--- src/rtl/clkpat_pkg.sv ---
// Package for the clock pattern channel: register addresses, control
// bit positions, pad mode codes and sequencer states.
// Assumes a 2-bit register address and a control word of at least 8 bits.
package clkpat_pkg;

    localparam logic [1:0] ADDR_PATTERN = 2'd0;
    localparam logic [1:0] ADDR_DELAY   = 2'd1;
    localparam logic [1:0] ADDR_PERIOD  = 2'd2;
    localparam logic [1:0] ADDR_CTRL    = 2'd3;

    localparam int CTL_ARM    = 0;
    localparam int CTL_LOOP   = 1;
    localparam int CTL_INV    = 2;
    localparam int CTL_MODE_L = 3;
    localparam int CTL_DRV_L  = 5;

    typedef enum logic [1:0] {
        MODE_HIZ  = 2'b00,
        MODE_OUT  = 2'b01,
        MODE_IN   = 2'b10,
        MODE_HIZ2 = 2'b11
    } pad_mode_e;

    typedef enum logic [1:0] {
        ST_IDLE  = 2'b00,
        ST_WAIT  = 2'b01,
        ST_SHIFT = 2'b10
    } seq_state_e;

endpackage

--- src/rtl/clkpat_regs.sv ---
// Register file with staging and active copies.
// Writes always land in the staged copy. The active copy follows the
// staged copy while the channel is idle and is frozen while busy, so a
// running play-out never sees a new setting.
// Assumes DATA_W covers the widest field and the 8-bit control layout.
module clkpat_regs
    import clkpat_pkg::*;
#(
    parameter int PAT_W  = 16,
    parameter int DLY_W  = 16,
    parameter int PER_W  = 8,
    parameter int DRV_W  = 3,
    parameter int DATA_W = 16
) (
    input  logic             clk,
    input  logic             rst_n,
    input  logic             wr_en,
    input  logic [1:0]       wr_addr,
    input  logic [DATA_W-1:0] wr_data,
    input  logic             busy,
    output logic [PAT_W-1:0] stg_pattern,
    output logic [DLY_W-1:0] stg_delay,
    output logic             stg_arm,
    output logic [PAT_W-1:0] act_pattern,
    output logic [PER_W-1:0] act_period,
    output logic             act_loop,
    output logic             act_invert,
    output logic [1:0]       act_mode,
    output logic [DRV_W-1:0] act_drive
);

    logic [PER_W-1:0] stg_period;
    logic             stg_loop;
    logic             stg_invert;
    logic [1:0]       stg_mode;
    logic [DRV_W-1:0] stg_drive;

    // Capture host writes into the staged register set.
    always_ff @(posedge clk) begin
        if (!rst_n) begin
            stg_pattern <= '0;
            stg_delay   <= '0;
            stg_period  <= '0;
            stg_arm     <= 1'b0;
            stg_loop    <= 1'b0;
            stg_invert  <= 1'b0;
            stg_mode    <= MODE_HIZ;
            stg_drive   <= '0;
        end else if (wr_en) begin
            case (wr_addr)
                ADDR_PATTERN: stg_pattern <= wr_data[PAT_W-1:0];
                ADDR_DELAY:   stg_delay   <= wr_data[DLY_W-1:0];
                ADDR_PERIOD:  stg_period  <= wr_data[PER_W-1:0];
                default: begin
                    stg_arm    <= wr_data[CTL_ARM];
                    stg_loop   <= wr_data[CTL_LOOP];
                    stg_invert <= wr_data[CTL_INV];
                    stg_mode   <= wr_data[CTL_MODE_L +: 2];
                    stg_drive  <= wr_data[CTL_DRV_L +: DRV_W];
                end
            endcase
        end
    end

    // Follow the staged set while idle; hold it for the whole play-out.
    always_ff @(posedge clk) begin
        if (!rst_n) begin
            act_pattern <= '0;
            act_period  <= '0;
            act_loop    <= 1'b0;
            act_invert  <= 1'b0;
            act_mode    <= MODE_HIZ;
            act_drive   <= '0;
        end else if (!busy) begin
            act_pattern <= stg_pattern;
            act_period  <= stg_period;
            act_loop    <= stg_loop;
            act_invert  <= stg_invert;
            act_mode    <= stg_mode;
            act_drive   <= stg_drive;
        end
    end

endmodule

--- src/rtl/clkpat_seq.sv ---
// Play-out sequencer: start delay counter, bit period timer and pattern
// shifter. A trigger seen on an edge while idle and armed loads the
// pattern; after DLY ticks the bits leave MSB first, each held PER+1
// cycles. Looping reloads from the frozen active pattern while still armed.
// Assumes the active period and loop flag are frozen while busy.
module clkpat_seq
    import clkpat_pkg::*;
#(
    parameter int PAT_W = 16,
    parameter int DLY_W = 16,
    parameter int PER_W = 8
) (
    input  logic             clk,
    input  logic             rst_n,
    input  logic             trig,
    input  logic             stg_arm,
    input  logic [PAT_W-1:0] stg_pattern,
    input  logic [DLY_W-1:0] stg_delay,
    input  logic [PAT_W-1:0] act_pattern,
    input  logic [PER_W-1:0] act_period,
    input  logic             act_loop,
    output logic             busy,
    output logic             shifting,
    output logic             data_bit
);

    localparam int IDX_W = (PAT_W > 1) ? $clog2(PAT_W) : 1;
    localparam logic [IDX_W-1:0] LAST_IDX = IDX_W'(PAT_W - 1);

    seq_state_e       state;
    logic [DLY_W-1:0] dly_cnt;
    logic [PER_W-1:0] bit_tmr;
    logic [IDX_W-1:0] bit_idx;
    logic [PAT_W-1:0] shreg;

    // Advance the delay, bit timer and shifter through one play-out.
    always_ff @(posedge clk) begin
        if (!rst_n) begin
            state   <= ST_IDLE;
            dly_cnt <= '0;
            bit_tmr <= '0;
            bit_idx <= '0;
            shreg   <= '0;
        end else begin
            case (state)
                ST_IDLE: begin
                    if (trig && stg_arm) begin
                        shreg   <= stg_pattern;
                        bit_tmr <= '0;
                        bit_idx <= '0;
                        if (stg_delay == '0) begin
                            state <= ST_SHIFT;
                        end else begin
                            dly_cnt <= stg_delay - 1'b1;
                            state   <= ST_WAIT;
                        end
                    end
                end
                ST_WAIT: begin
                    if (dly_cnt == '0) begin
                        state <= ST_SHIFT;
                    end else begin
                        dly_cnt <= dly_cnt - 1'b1;
                    end
                end
                ST_SHIFT: begin
                    if (bit_tmr == act_period) begin
                        bit_tmr <= '0;
                        if (bit_idx == LAST_IDX) begin
                            if (act_loop && stg_arm) begin
                                shreg   <= act_pattern;
                                bit_idx <= '0;
                            end else begin
                                state <= ST_IDLE;
                            end
                        end else begin
                            shreg   <= shreg << 1;
                            bit_idx <= bit_idx + 1'b1;
                        end
                    end else begin
                        bit_tmr <= bit_tmr + 1'b1;
                    end
                end
                default: state <= ST_IDLE;
            endcase
        end
    end

    // Expose the sequencer phase and the bit currently on the wire.
    always_comb begin
        busy     = (state != ST_IDLE);
        shifting = (state == ST_SHIFT);
        data_bit = shreg[PAT_W-1];
    end

endmodule

--- src/rtl/clkpat_pad.sv ---
// Pad control: applies polarity to the outgoing bit, derives the output
// enable from the pad mode, passes the drive code through and samples the
// pad level through a synchroniser into a status bit in input mode.
// Assumes the mode and polarity inputs are already frozen while busy.
module clkpat_pad
    import clkpat_pkg::*;
#(
    parameter int DRV_W       = 3,
    parameter int SYNC_STAGES = 2
) (
    input  logic             clk,
    input  logic             rst_n,
    input  logic [1:0]       mode,
    input  logic             invert,
    input  logic             shifting,
    input  logic             data_bit,
    input  logic [DRV_W-1:0] drive,
    input  logic             pad_in,
    output logic             pad_out,
    output logic             pad_oe,
    output logic [DRV_W-1:0] pad_drive,
    output logic             in_status
);

    logic [SYNC_STAGES-1:0] sync_q;

    // Synchroniser chain for the asynchronous pad level.
    generate
        for (genvar i = 0; i < SYNC_STAGES; i++) begin : g_sync
            always_ff @(posedge clk) begin
                if (!rst_n) begin
                    sync_q[i] <= 1'b0;
                end else if (i == 0) begin
                    sync_q[i] <= pad_in;
                end else begin
                    sync_q[i] <= sync_q[(i == 0) ? 0 : i - 1];
                end
            end
        end
    endgenerate

    // Latch the synchronised level only while the pad is an input.
    always_ff @(posedge clk) begin
        if (!rst_n) begin
            in_status <= 1'b0;
        end else if (mode == MODE_IN) begin
            in_status <= sync_q[SYNC_STAGES-1];
        end
    end

    // Drive value, enable and strength presented to the pad.
    always_comb begin
        pad_out   = (shifting & data_bit) ^ invert;
        pad_oe    = (mode == MODE_OUT);
        pad_drive = drive;
    end

endmodule

--- src/rtl/clkpat_channel.sv ---
// Top of the programmable clock pattern channel. Joins the register file,
// the play-out sequencer and the pad control. Once a trigger is accepted
// the channel runs with no host involvement.
// Assumes a single clock domain apart from pad_in, which is synchronised.
module clkpat_channel
    import clkpat_pkg::*;
#(
    parameter int PAT_W       = 16,
    parameter int DLY_W       = 16,
    parameter int PER_W       = 8,
    parameter int DRV_W       = 3,
    parameter int SYNC_STAGES = 2,
    parameter int DATA_W      = 16
) (
    input  logic              clk,
    input  logic              rst_n,
    input  logic              wr_en,
    input  logic [1:0]        wr_addr,
    input  logic [DATA_W-1:0] wr_data,
    input  logic              trig,
    input  logic              pad_in,
    output logic              pad_out,
    output logic              pad_oe,
    output logic [DRV_W-1:0]  pad_drive,
    output logic              in_status,
    output logic              busy
);

    logic [PAT_W-1:0] stg_pattern;
    logic [DLY_W-1:0] stg_delay;
    logic             stg_arm;
    logic [PAT_W-1:0] act_pattern;
    logic [PER_W-1:0] act_period;
    logic             act_loop;
    logic             act_invert;
    logic [1:0]       act_mode;
    logic [DRV_W-1:0] act_drive;
    logic             shifting;
    logic             data_bit;

    clkpat_regs #(
        .PAT_W(PAT_W), .DLY_W(DLY_W), .PER_W(PER_W),
        .DRV_W(DRV_W), .DATA_W(DATA_W)
    ) u_regs (
        .clk(clk), .rst_n(rst_n),
        .wr_en(wr_en), .wr_addr(wr_addr), .wr_data(wr_data),
        .busy(busy),
        .stg_pattern(stg_pattern), .stg_delay(stg_delay), .stg_arm(stg_arm),
        .act_pattern(act_pattern), .act_period(act_period),
        .act_loop(act_loop), .act_invert(act_invert),
        .act_mode(act_mode), .act_drive(act_drive)
    );

    clkpat_seq #(
        .PAT_W(PAT_W), .DLY_W(DLY_W), .PER_W(PER_W)
    ) u_seq (
        .clk(clk), .rst_n(rst_n), .trig(trig),
        .stg_arm(stg_arm), .stg_pattern(stg_pattern), .stg_delay(stg_delay),
        .act_pattern(act_pattern), .act_period(act_period),
        .act_loop(act_loop),
        .busy(busy), .shifting(shifting), .data_bit(data_bit)
    );

    clkpat_pad #(
        .DRV_W(DRV_W), .SYNC_STAGES(SYNC_STAGES)
    ) u_pad (
        .clk(clk), .rst_n(rst_n),
        .mode(act_mode), .invert(act_invert),
        .shifting(shifting), .data_bit(data_bit),
        .drive(act_drive), .pad_in(pad_in),
        .pad_out(pad_out), .pad_oe(pad_oe),
        .pad_drive(pad_drive), .in_status(in_status)
    );

endmodule

--- config.mk ---
export PLATFORM = sky130hd
export DESIGN_NAME = clkpat_channel
export DESIGN_NICKNAME = d
export VERILOG_FILES = /design/src/rtl/clkpat_pkg.sv /design/src/rtl/clkpat_regs.sv /design/src/rtl/clkpat_seq.sv /design/src/rtl/clkpat_pad.sv /design/src/rtl/clkpat_channel.sv
export SDC_FILE = /design/constraint.sdc
export NUM_CORES = 1
export LEC_CHECK = 0
export CORE_MARGIN = 4
export CORE_UTILIZATION = 40
export CTS_CLUSTER_SIZE = 8
export DETAILED_ROUTE_END_ITERATION = 12
export GPL_TIMING_DRIVEN = 0
export PLACE_DENSITY_LB_ADDON = 0.25
export REMOVE_ABC_BUFFERS = 1
export SYNTH_ARGS = -nofsm -noshare
export SYNTH_HDL_FRONTEND = slang
export SYNTH_SLANG_ARGS = --single-unit
export TNS_END_PERCENT = 100
--- constraint.sdc ---
create_clock -name clk -period 5.6 [get_ports clk]
set_clock_uncertainty 0.2 [all_clocks]
set_input_delay 1.12 -clock clk [delete_from_list [all_inputs] [get_ports clk]]
set_output_delay 1.12 -clock clk [all_outputs]
set_load 0.005 [all_outputs]
# Word level (Yosys, flattened, before mapping)
# Cells that the tools add are included.
classes:
  eq_ne: 16
  bitwise_logic: 3
  mux: 24
  reduce_logical: 18
  add_sub_neg: 4
op_table:
  columns: ["operator", "n"]
  rows:
  - ["$mux 16", 7]
  - ["$pmux 16 s2", 2]
  - ["$logic_not 16->1", 2]
  - ["$sub 16x1->16 const B", 2]
  - ["$mux 4", 4]
  - ["$mux 8", 2]
  - ["$pmux 8 s2", 1]
  - ["$mux 2", 6]
  - ["$ne 2x2->1 const B", 5]
  - ["$reduce_and 2->1", 5]
  - ["$add 8x1->8 const B", 1]
  - ["$eq 8x8->1", 1]
  - ["$pmux 4 s2", 1]
  - ["$reduce_and 4->1", 2]
  - ["$eq 2x1->1 const B", 3]
  - ["$eq 2x2->1 const B", 3]
  - ["$pmux 2 s3", 1]
  - ["$reduce_bool 2->1", 3]
  - ["$reduce_and 5->1", 1]
  - ["$add 4x1->4 const B", 1]
  - ["$eq 4x4->1 const B", 1]
  - ["$logic_not 2->1", 2]
  - ["$ne 2x1->1 const B", 2]
  - ["$ne 3x3->1 const B", 1]
  - ["5 further kinds", 6]
word_totals:
  out_inout_bits: 7
  register_bits: 128
  input_bits: 23
  elab_cells: 87

# Logic depth before layout (Yosys ltp)
logic_depth:
  ltp_word: 5
  ltp_mapped: 12
  depth_no_buf: 10

# Cells and area by module
# From an unflattened synthesis, not the netlist that was laid out.
hier_totals:
  hier_cells: 707
  area_unflattened_um2: 6261.0
by_module_without_submodules:
  columns: ["module", "seq_area_each_um2", "n_inst", "cells_each", "area_each_um2"]
  rows:
  - ["clkpat_seq", 920.9, 1, 416, 3125.5]
  - ["clkpat_regs", 1581.5, 1, 276, 2987.9]
  - ["clkpat_pad", 60.1, 1, 15, 147.6]

# Least setup slack after synthesis
# Ideal clock, no wire load.
synth_path:
  path_kind: "reg-to-reg"
  from: "register u_seq.state[0]"
  to: "register u_seq.dly_cnt[10]"
  required_time_ns: 5.281
  arrival_time_ns: 2.611
  setup_time_ns: 0.119
  synth_period_minus_slack_ns: 2.929
  slack_ns: 2.671
  path_stages_with_launch: 13
  path_buffers: 3
  path_cell_list: "dfxtp_1 > buf_4 > nor2b_2 > buf_4 > clkbuf_1 > mux2i_1 > ha_1 > inv_1 > a211o_1 > or3_1 > nor2_1 > a21oi_1 > o221a_2"
synth_between:
  elab_chain_cells: 3
  word_cells_on_any_way: 8
  cone_classes: "4 x eq/ne; 1 x mux; 3 x reduce/logical"
synth_rtl:
  columns: ["element", "line", "text"]
  rows:
  - ["from (decl)", "clkpat_seq.sv:30", "seq_state_e state;"]
  - ["from (signal assigned)", "clkpat_seq.sv:39", "state <= ST_IDLE;"]
  - ["from (signal assigned)", "clkpat_seq.sv:52", "state <= ST_SHIFT;"]
  - ["from (signal assigned)", "clkpat_seq.sv:55", "state <= ST_WAIT;"]
  - ["$eq 2x1->1 / $logic_not 2->1 (equally long branches)", "clkpat_seq.sv:45", "case (state)"]
  - ["$ne 2x2->1 (no source line), or another cell as far along", null, null]
  - ["$reduce_and 4->1 (no source line)", null, null]
  - ["to (signal assigned)", "clkpat_seq.sv:54", "dly_cnt <= stg_delay - 1'b1;"]
  - ["to (signal assigned)", "clkpat_seq.sv:63", "dly_cnt <= dly_cnt - 1'b1;"]
  - ["to (decl)", "clkpat_seq.sv:31", "logic [DLY_W-1:0] dly_cnt;"]
# Several ways; a longest one is shown, not always the timed one.
# A chain may end at the register's enable or synchronous reset.

# Worst setup path after layout
layout_path:
  from: "register u_seq.state[0]"
  to: "output port busy"
layout_between:
  elab_chain_cells: 1
layout_rtl:
  columns: ["element", "line", "text"]
  rows:
  - ["$reduce_bool 2->1", "clkpat_seq.sv:91", "busy = (state != ST_IDLE);"]
  - ["to (decl)", "clkpat_channel.sv:26", "output logic busy"]
# Every way passes these cells.

==> run_results.csv <==
group,metric,value,unit
status,status,"complete, no violations",
power,finalPower,2.22,mW
critical_path,cp.arrival,2.71,ns
detailed_routing,route.detailed.drc,0,
global_routing,grt_most_used_layer,"met2",
floorplanning,start_util,0.414,
synthesis,seq_area_frac_synth,0.441,
finish,num_antenna_cells,0,
detailed_routing,vias_per_cell,5.55,
finish,mostFrequentLayoutCells,"nand2_1, dfxtp_1, a21oi_1, nor2_1, mux2i_1",
global_routing,grt_start_max_net_pins,94,
flow_run,drv_cap,0,
cts,cts_hold_buf,0,
finish,nets,767,
hold_path,min_path_type,"reg -> reg",
sta,worst_pin_slew,1.18,ns
global_routing,grt_pass1_wl,25000,um
detailed_routing,drt_first_pass_iters,5,
power,p_leak,2.52,nW
power,p_switching,0.535,mW
synthesis,synthArstFlopShare,0,
finish,drive_gt1_frac,0.0676,
cts,cts_resized,0,
sta,finalSetupViolCount,0,
global_routing,grt-ovfl-total,0,
cts,htree_levels,4,
sta,timing.final.max_slew_violations,0,
cts,post_cts_buffers,0,
cts,clockBufferDepth,2,
global_routing,antenna_found_initial,0,
global_routing,grt_pass1_vias,4977,
placement,routabilityCongestion,0.888,
sta,rsz0062_at_grt,"no",
power,p_int,1.68,mW
detailed_routing,vias,5182,
global_routing,met3_usage,0.0423,
cts,cts.sinks,128,
critical_path,cp_max_fo,34,
critical_path,path_class,"reg -> out",
critical_path,startpoint_type,"flop",
cts,clock_latency,0.42,ns
sta,finalCriticalPeriod,4.03,ns
critical_path,required,4.28,ns
cts,cts_tree,"built",
global_routing,track_usage,0.190,
floorplanning,ios,30,
critical_path,endpoint_kind,"output pin",
synthesis,yosys_warnings,0,
power,comb_power_share,0.083,
sta,slew_headroom,0.214,
synthesis,synth_area,5810,um^2
sta,setup_tns,0,ns
placement,dp_cells,901,
synthesis,avgSynthCellArea,7.90,um^2
sta,fin_crit_sh,0.720,
power,seq_power_share,0.430,
critical_path,reg2reg_slack,1.68,ns
sta,max_freq,248,MHz
placement,hpwl,9740,um
detailed_routing,drtAntennaViolNets,0,
detailed_routing,post_drt_wl_per_cell,16.2,um
synthesis,synth_edf_count,0,
finish,synthToLayoutAreaGrowth,17.3,%
power,peakVddDrop,0.000221,V
sta,hold_viol,0,
placement,portBuffers,29,
cts,cts-root-buf,"clkbuf_16",
power,powerDensity,325,nW/um^2
power,clkPwrFrac,0.488,
finish,stdcell_count,934,
synthesis,synth_ff_type,"dfxtp_1",
power,p_sw_frac,0.242,
floorplanning,die_y,129,um
detailed_routing,drt-total-wl,15100,um
detailed_routing,drt_iter0_drc,311,
floorplanning,coreArea,14000,um^2
synthesis,ys_seq_elements,128,
floorplanning,die_w,129,um
cts,clk_pin_slew,0.05,ns
global_routing,gr-usage-met1,0.250,
floorplanning,std_cell_rows,43,
finish,final_common_cell,"nand2_1",
cts,cts-buffers-inserted,17,
synthesis,yosysUniqueCellTypes,57,
synthesis,netlist_instances,735,
global_routing,use_met2,0.299,
floorplanning,dieArea,16500,um^2
-- worst max-delay path, stage by stage, from the launching register on --
cell	delay, ns
dfxtp_1	0.44
nor2_4	0.74
inv_2	0.53
clkdlybuf4s50_1	0.58
-- power by group through the flow --
stage               sequential, mW  combinational [mW]  clock, mW
finish                       0.953               0.183       1.08
global route                 0.955               0.203       1.13
CTS                          0.952               0.180       1.10
detailed placement           0.972               0.179          0
global placement             0.970               0.171          0
floorplan                    0.966               0.112          0
-- logic make-up after synthesis --
family | Yosys count | synth area share
DFF | 128 | 0.441
buffers and inverters | 52 | 0.0371
xor gates and xnor gates | 14 | 0.0211
and+or+nand+nor | 309 | 0.229
muxes | 44 | 0.0769
AOI/OAI and AO/OA | 185 | 0.188
adders and majority gates | 3 | 0.00646
-- synthesized netlist by cell type, drive strengths merged, types with 3 or more instances --
cell type | number | area [um^2]
nor4 | 3 | 31.3
nand2 | 190 | 713
xor2 | 4 | 35.0
o211ai | 17 | 128
nand4 | 11 | 68.8
a22oi | 3 | 22.5
and3 | 3 | 18.8
or4 | 3 | 26.3
clkbuf | 37 | 139
a211oi | 4 | 35.0
xnor2 | 10 | 87.6
nor2b | 3 | 21.3
inv | 6 | 22.5
nand2b | 5 | 31.3
o31ai | 3 | 22.5
o21ai | 20 | 100
o21a | 9 | 67.6
buf | 9 | 53.8
or3 | 6 | 37.5
mux2i | 42 | 424
o22ai | 3 | 18.8
nor3 | 7 | 35.0
a311oi | 3 | 26.3
a31oi | 6 | 37.5
dfxtp | 128 | 2560
ha | 3 | 37.5
nor2 | 57 | 214
nand3 | 10 | 50.1
a21oi | 105 | 526
-- path summary, 6_finish.rpt --
kind / start / end / depth (start not counted)
worst max-delay path: u_seq.state[0] / busy / 3
worst min-delay path: u_pad.sync_q[0] / u_pad.sync_q[1] / 1
worst max register to register: u_seq.state[0] / u_seq.dly_cnt[10] / 10
worst min register to register: u_pad.sync_q[0] / u_pad.sync_q[1] / 1
-- sequential cells by signal (all words and copies together) (netlist names) --
name and count:
u_pad.in_status 1, u_pad.sync_q 2, u_regs.act_drive 3, u_regs.act_invert 1, u_regs.act_loop 1, u_regs.act_mode 2, u_regs.act_pattern 16, u_regs.act_period 8
u_regs.stg_arm 1, u_regs.stg_delay 16, u_regs.stg_drive 3, u_regs.stg_invert 1, u_regs.stg_loop 1, u_regs.stg_mode 2, u_regs.stg_pattern 16, u_regs.stg_period 8
u_seq.bit_idx 4, u_seq.bit_tmr 8, u_seq.dly_cnt 16, u_seq.shreg 16, u_seq.state 2
-- final cells by class --
type                            count  area [um^2]
Fill cell                        1309         7230
Multi-Input combinational cell    555         3050
Sequential cell                   128         2560
Clock buffer                       24          512
Timing Repair Buffer               33          368
Tap cell                          180          225
Clock inverter                      8         77.6
Inverter                            6         25.0
-- metal layers --
metal	vias to the layer above	wire length [um]
li1	2564	-
met1	2478	7200
met2	110	6960
met3	30	566
met4	0	386
met5	-	0
-- per-stage QoR --
step,setup WS [ns],utilization,area [um^2],hold slack [ns]
after global routing,1.40,0.485,6820,0.261
after global placement,0.250,0.437,6130,0.224
after floorplan,2.10,-,5620,0.212
final,1.57,0.485,6820,0.232
after detailed placement,1.75,0.443,6210,0.222
after CTS,1.55,0.485,6800,0.237
No activity file was read; power rests on OpenSTA's default activity.
